## src/rtl/intr_flag_pkg.sv

```systemverilog
package intr_flag_pkg;
   localparam int unsigned N_SRC = 2;

   typedef enum logic [0:0] {
      SRC_ALARM = 1'b0,
      SRC_WDOG  = 1'b1
   } flag_src_e;

   typedef enum logic [0:0] {
      QUAL_COUNTER = 1'b0,
      QUAL_SHIFT   = 1'b1
   } qual_impl_e;

   function automatic qual_impl_e pick_qual(input int unsigned cycles, input int unsigned shift_max);
      return (cycles <= shift_max) ? QUAL_SHIFT : QUAL_COUNTER;
   endfunction
endpackage

```

## src/rtl/intr_read_qual.sv

```systemverilog
module intr_read_qual #(
   parameter int unsigned ADDR_W      = 13,
   parameter logic [ADDR_W-1:0] FLAG_ADDR = 13'h1FF0,
   parameter int unsigned QUAL_CYCLES = 3,
   parameter int unsigned SHIFT_MAX   = 8
) (
   input  logic              clk,
   input  logic              rst_n,
   input  logic [ADDR_W-1:0] bus_addr,
   input  logic              bus_rd,
   output logic              clr_hit
);
   import intr_flag_pkg::*;

   localparam qual_impl_e IMPL  = pick_qual(QUAL_CYCLES, SHIFT_MAX);
   localparam int unsigned CNT_W = $clog2(QUAL_CYCLES + 1);

   logic at_flags;
   assign at_flags = bus_rd && (bus_addr == FLAG_ADDR);

   if (QUAL_CYCLES < 1) begin : g_bad_qual
      $error("QUAL_CYCLES must be at least 1");
   end

   if (IMPL == QUAL_SHIFT) begin : g_shift
      logic [QUAL_CYCLES-1:0] hist;
      logic                   run_ok;

      if (QUAL_CYCLES == 1) begin : g_one
         assign run_ok = 1'b1;
      end else begin : g_many
         assign run_ok = &hist[QUAL_CYCLES-2:0];
      end

      always_ff @(posedge clk or negedge rst_n) begin
         if (!rst_n) hist <= '0;
         else        hist <= {hist[QUAL_CYCLES-1:0], at_flags} >> 0;
      end

      assign clr_hit = at_flags && run_ok && !hist[QUAL_CYCLES-1];
   end else begin : g_count
      logic [CNT_W-1:0] cnt;

      always_ff @(posedge clk or negedge rst_n) begin
         if (!rst_n)                               cnt <= '0;
         else if (!at_flags)                       cnt <= '0;
         else if (cnt != CNT_W'(QUAL_CYCLES))      cnt <= cnt + 1'b1;
      end

      assign clr_hit = at_flags && (cnt == CNT_W'(QUAL_CYCLES - 1));
   end
endmodule

```

## src/rtl/intr_flag_cell.sv

```systemverilog
module intr_flag_cell (
   input  logic clk,
   input  logic rst_n,
   input  logic set_evt,
   input  logic clr,
   output logic flag
);
   always_ff @(posedge clk or negedge rst_n) begin
      if (!rst_n)       flag <= 1'b0;
      else if (set_evt) flag <= 1'b1;
      else if (clr)     flag <= 1'b0;
   end
endmodule

```

## src/rtl/intr_pin_mux.sv

```systemverilog
module intr_pin_mux (
   input  logic alarm_flag,
   input  logic wdog_flag,
   input  logic alarm_en,
   input  logic wdog_steer,
   input  logic ft_en,
   input  logic ft_wave,
   output logic irq_pend,
   output logic pin_oe
);
   always_comb begin
      irq_pend = (alarm_flag && alarm_en) || (wdog_flag && !wdog_steer);
      if (irq_pend) pin_oe = 1'b1;
      else          pin_oe = ft_en && !ft_wave;
   end
endmodule

```

## src/rtl/intr_flag_unit.sv

```systemverilog
module intr_flag_unit #(
   parameter int unsigned ADDR_W      = 13,
   parameter logic [ADDR_W-1:0] FLAG_ADDR = 13'h1FF0,
   parameter int unsigned QUAL_CYCLES = 3,
   parameter int unsigned SHIFT_MAX   = 8,
   parameter int unsigned FLAG_W      = 8,
   parameter int unsigned AF_BIT      = 6,
   parameter int unsigned WDF_BIT     = 7
) (
   input  logic              clk,
   input  logic              rst_n,
   input  logic              alarm_evt,
   input  logic              wdog_evt,
   input  logic              alarm_en,
   input  logic              wdog_steer,
   input  logic              ft_en,
   input  logic              ft_wave,
   input  logic [ADDR_W-1:0] bus_addr,
   input  logic              bus_rd,
   output logic [FLAG_W-1:0] flags_q,
   output logic              irq_pin_oe
);
   import intr_flag_pkg::*;

   if (AF_BIT >= FLAG_W || WDF_BIT >= FLAG_W || AF_BIT == WDF_BIT) begin : g_bad_bits
      $error("flag bit positions must be distinct and inside FLAG_W");
   end

   logic             clr_hit;
   logic             irq_pend;
   logic [N_SRC-1:0] src_evt;
   logic [N_SRC-1:0] src_flag;

   assign src_evt[SRC_ALARM] = alarm_evt;
   assign src_evt[SRC_WDOG]  = wdog_evt;

   intr_read_qual #(
      .ADDR_W      (ADDR_W),
      .FLAG_ADDR   (FLAG_ADDR),
      .QUAL_CYCLES (QUAL_CYCLES),
      .SHIFT_MAX   (SHIFT_MAX)
   ) u_qual (
      .clk      (clk),
      .rst_n    (rst_n),
      .bus_addr (bus_addr),
      .bus_rd   (bus_rd),
      .clr_hit  (clr_hit)
   );

   for (genvar i = 0; i < N_SRC; i++) begin : g_cell
      intr_flag_cell u_cell (
         .clk     (clk),
         .rst_n   (rst_n),
         .set_evt (src_evt[i]),
         .clr     (clr_hit),
         .flag    (src_flag[i])
      );
   end

   always_comb begin
      flags_q          = '0;
      flags_q[AF_BIT]  = src_flag[SRC_ALARM];
      flags_q[WDF_BIT] = src_flag[SRC_WDOG];
   end

   intr_pin_mux u_mux (
      .alarm_flag (src_flag[SRC_ALARM]),
      .wdog_flag  (src_flag[SRC_WDOG]),
      .alarm_en   (alarm_en),
      .wdog_steer (wdog_steer),
      .ft_en      (ft_en),
      .ft_wave    (ft_wave),
      .irq_pend   (irq_pend),
      .pin_oe     (irq_pin_oe)
   );
endmodule

```

## config.mk

```make
export PLATFORM = sky130hd
export DESIGN_NAME = intr_flag_unit
export DESIGN_NICKNAME = d
export VERILOG_FILES = /design/src/rtl/intr_flag_pkg.sv /design/src/rtl/intr_read_qual.sv /design/src/rtl/intr_flag_cell.sv /design/src/rtl/intr_pin_mux.sv /design/src/rtl/intr_flag_unit.sv
export SDC_FILE = /design/constraint.sdc
export NUM_CORES = 1
export LEC_CHECK = 0
export ABC_AREA = 1
export BUFFER_PORTS_ARGS = -buffer_cell sky130_fd_sc_hd__clkbuf_2
export CAP_MARGIN = 10
export CORE_AREA = 8 8 45 47
export DETAILED_ROUTE_END_ITERATION = 6
export DIE_AREA = 0 0 53 55
export PLACE_DENSITY_LB_ADDON = 0.3
export SYNTH_ARGS = -nofsm -noshare
export SYNTH_HDL_FRONTEND = slang
export SYNTH_SLANG_ARGS = --single-unit
```

## constraint.sdc

```tcl
create_clock -name clk -period 1.5 [get_ports clk]
set_input_delay 0.375 -clock clk [delete_from_list [all_inputs] [get_ports clk]]
set_output_delay 0.375 -clock clk [all_outputs]
set_load 0.01 [all_outputs]
```

Yosys cells after proc, flatten, opt, wreduce, memory -nomap -nowiden. Cells that the tools add are included.

Input bits: 22. Bits in registers: 5.

Eq/ne operators: 1. Muxes and demuxes: 4. Reductions and logical operators: 13.

Operators by type and width (number): $eq 13x13->1 const B (1); $logic_and 1x1->1 (6); $mux 1 (4); $reduce_bool 2->1 (2); $logic_not 1->1 (3); $reduce_and 2->1 (1); $logic_or 1x1->1 (1).

Longest topological paths before layout.
Depth after elaboration: 6. Gate-level depth with buffers: 7.

By module. A second synthesis with hierarchy kept.

Cells, all modules: 47. Area, all modules: 325.3 µm².

Modules (own cells, without submodules): intr_read_qual (cells each 23, sequential area each 75.1 µm², instances 1, area an instance 158.9 µm²); intr_flag_cell (cells each 5, sequential area each 25.0 µm², instances 2, area an instance 40.0 µm²); intr_flag_unit (cells each 7, sequential area each 0.0 µm², instances 1, area an instance 48.8 µm²); intr_pin_mux (cells each 7, sequential area each 0.0 µm², instances 1, area an instance 37.5 µm²).

Least setup slack after synthesis. Ideal clock, no wire load.

Path kind: input to output. Start: input ft_en. End: output irq_pin_oe. Data arrival time: 649 ps. Setup slack: 476 ps. Data required time: 1125 ps. Stages on the path: 2. Cells stage by stage: inv_1 > o221ai_1.

Longest elaborated chain between the ends: 2.

RTL lines: start, declared (line intr_flag_unit.sv:16) `input logic ft_en,`; $logic_and 1x1->1 (line intr_pin_mux.sv:14) `else pin_oe = ft_en && !ft_wave;`; $mux 1 (line intr_pin_mux.sv:13) `if (irq_pend) pin_oe = 1'b1;`; end, declared (line intr_flag_unit.sv:21) `output logic irq_pin_oe`.

Every way passes these cells.

Worst setup path after layout.
Start: register g_cell[1].u_cell.flag. End: output irq_pin_oe.

Longest elaborated chain between the ends: 3.

RTL lines: start, declared (line intr_flag_cell.sv:6) `output logic flag`; start signal, assigned (line intr_flag_cell.sv:9) `if (!rst_n) flag <= 1'b0;`; start signal, assigned (line intr_flag_cell.sv:10) `else if (set_evt) flag <= 1'b1;`; start signal, assigned (line intr_flag_cell.sv:11) `else if (clr) flag <= 1'b0;`; $logic_and 1x1->1 (line intr_pin_mux.sv:12) `irq_pend = (alarm_flag && alarm_en) || (wdog_flag && !wdog_steer);`; $logic_or 1x1->1 (line intr_pin_mux.sv:12); $mux 1 (line intr_pin_mux.sv:13).

Every way passes these cells.

==> run metrics <==
outcome=finished clean; worst hold path class=input pin to register; Setup Slack @ Placement=0.313 ns; drt total wl=727 µm; max layer used=met3; Syn Inst Count=44; TritonCTS Buffers=3; static leakage power=0.304 nW; PD cells=749 mW/mm²; pin count of the biggest net entering global routing=6; CP max FO=3; worst setup margin=0.172 ns; total core area=0.00138 mm²; met1 WL=277 µm; vias=305; critical path class=register to primary output; hold path cells=3; Die Height=55 µm; Net count, final=93; first-pass GRT wire length=1.12 mm; Clock Power Share=45.9%; clock root cell=clkbuf_4; drt drc=0; design area=458 µm²; power share of the sequential group=39.5%; Reg-to-Reg End=g_cell[0].u_cell.flag; startpoint types=register; Post-Syn Area=322 µm²; Row Count=14; most frequent cell after synthesis=nand2_1; hold wc startpoint=alarm_evt; synth warn=0; top_reg_cell synth=dfrtp_1; period utilization=88.5%; # setup viols final=0; slowest CP cell=dfrtp_1; min cycle time layout=1.33 ns; initial antenna violation count=0; CP arrival=0.95 ns; syn avg cell area=7.31 µm²; number of routed nets with antenna violations=0; count of different cell masters after synthesis=10; Setup crit end kind=primary output; final setup skew=0.00284 ns; Post-Synth Simple-Gate Area=29.2%; main combinational cell family by area after synthesis=simple AND/OR/NAND/NOR gates; drt first pass iters=3; Slew Limit Fails=0; IO Pins=31; FMAX=753 MHz; largest cells by area after synthesis=dfrtp_1 (39%), buf_4 (19%), nand2_1 (16%); #FFs+latches synth=5; CTS tree=yes; WHS Endpoint=g_cell[0].u_cell.flag; H-tree levels=1; Max Cap Violations=0; top cells by count, synth=nand2_1 (14), buf_4 (8), inv_1 (8); layout cells sized above 1=45.7%; switching power total=0.0843 mW; Pwr Total=0.343 mW; GRT Util Overall=5.32%; DR WL met3=119 µm; die area=0.00292 mm²; share of flip-flops with an asynchronous set or reset=100%; WL met2=330 µm; Die Span X=53 µm; fin util=33.1%; mux cell area share after synthesis=0%; Worst-path clk slew=0.05 ns; Initial Util=23.2%; Synth Area in XOR/XNOR=0%; Peak supply drop=252 µV; CTS sink cnt=5; drt wl/cell=8.45 µm; Fin. Hold Viols=0; DP Area=420 µm²; Setup TNS=0 ns; Clock Tree Buf Depth=2; adder and majority cell fraction of the synthesized area=0%; Hold WS=0.312 ns; antenna cells=0; Worst R2R Path Depth=5; Comb pwr share=14.6%; post-DP HPWL=665 µm; Final GP Congestion=0.642; slowest stage delay, CP=0.36 ns; drt via density=3.55; insertion delay to the later sink of the worst-skew pair=0.25 ns; Power Internal=0.258 mW; Seq/Total Area, Yosys=38.9%; reg2reg setup slack=0.71 ns; compound-gate portion of the synthesized area=2.72%; CP Data Required Time=1.12 ns; share of the synthesized area in the top cell type=38.9%; unrepaired setup endpoints after global routing=false; port buffer count=24; placed instance count=81; Net Sw Frac=24.6%; cell accounting for the most synthesized area=dfrtp_1; CP cell instances=inv_1, o221ai_1, clkbuf_2; Layout Cells excl Fill=86; FF-to-FF Start=u_qual.g_shift.hist[1]; Initial DRC Count=1; EDFF count, synth=0; number of global-route vias before repair=295; synthesis-to-finish area growth=42.4%; Overflow after GRT=0
## layout by cell type, fill, tap and decap left out
cell type	instances
nand2_1	14
conb_1	6
clkbuf_4	3
nor2_2	2
inv_1	8
and2_2	1
o221ai_1	1
dlygate4sd3_1	1
clkbuf_2	24
clkinv_2	1
nand3_2	1
nor2_1	3
dfrtp_1	5
## power groups by stage
stage / Combinational, mW / Clock (mW) / Sequential (mW)
after floorplan: 0.0296 / 0 / 0.137
after CTS: 0.0504 / 0.164 / 0.135
after global placement: 0.0472 / 0 / 0.137
after detailed placement: 0.0482 / 0 / 0.137
after global routing: 0.0577 / 0.180 / 0.135
final: 0.0501 / 0.157 / 0.135
## sequential cells by signal, indices dropped and copies added (netlist names)
signal,cells
g_cell.u_cell.flag,2
u_qual.g_shift.hist,3
## kinds of logic (layout without fill, tap and decap cells)
group	Yosys count	count (layout)
flops	5	5
simple gates	21	21
other cells	1	6
compound gates	1	1
buf+inv	16	37
## metal layers
| metal | up-vias | global-route usage, % |
|---|---|---|
| li1 | 165 | - |
| met1 | 120 | 5.38 |
| met2 | 20 | 7.42 |
| met3 | 0 | 4.01 |
| met4 | 0 | 3.88 |
| met5 | - | 0 |
## area by class of cell
type                       count  area (µm²)
sequential                     5         125
multi-input combinational     28         125
tap                           16        20.0
inverter                       8        30.0
timing repair buffer          25         130
clock inverter                 1        5.00
clock buffer                   3        22.5
fill                         159         926
## worst max path at each step
stage                                      from         end  slack (ns)  cells past startpoint
after global placement                    ft_en  irq_pin_oe        0.33                      4
final                     g_cell[1].u_cell.flag  irq_pin_oe        0.17                      3
after floorplan                           ft_en  irq_pin_oe        0.48                      2
after CTS                 g_cell[1].u_cell.flag  irq_pin_oe        0.16                      3
after detailed placement                  ft_en  irq_pin_oe        0.31                      4
after global routing      g_cell[0].u_cell.flag  irq_pin_oe         0.1                      3
## critical path: cells and delay by family (launching register included)
family / cells / cell delay [ns]
flip-flops: 1 / 0.36
buffers and inverters: 2 / 0.21
AO/OA/AOI/OAI: 1 / 0.14
## what timing repair did
item	CTS	global route
hold buffers	1	0
buffers inserted	0	0
resized for setup	0	0
endpoints found under the setup margin	0	0
endpoints found under the hold margin	5	0
Note: power is estimated with default switching activity, not from simulation.
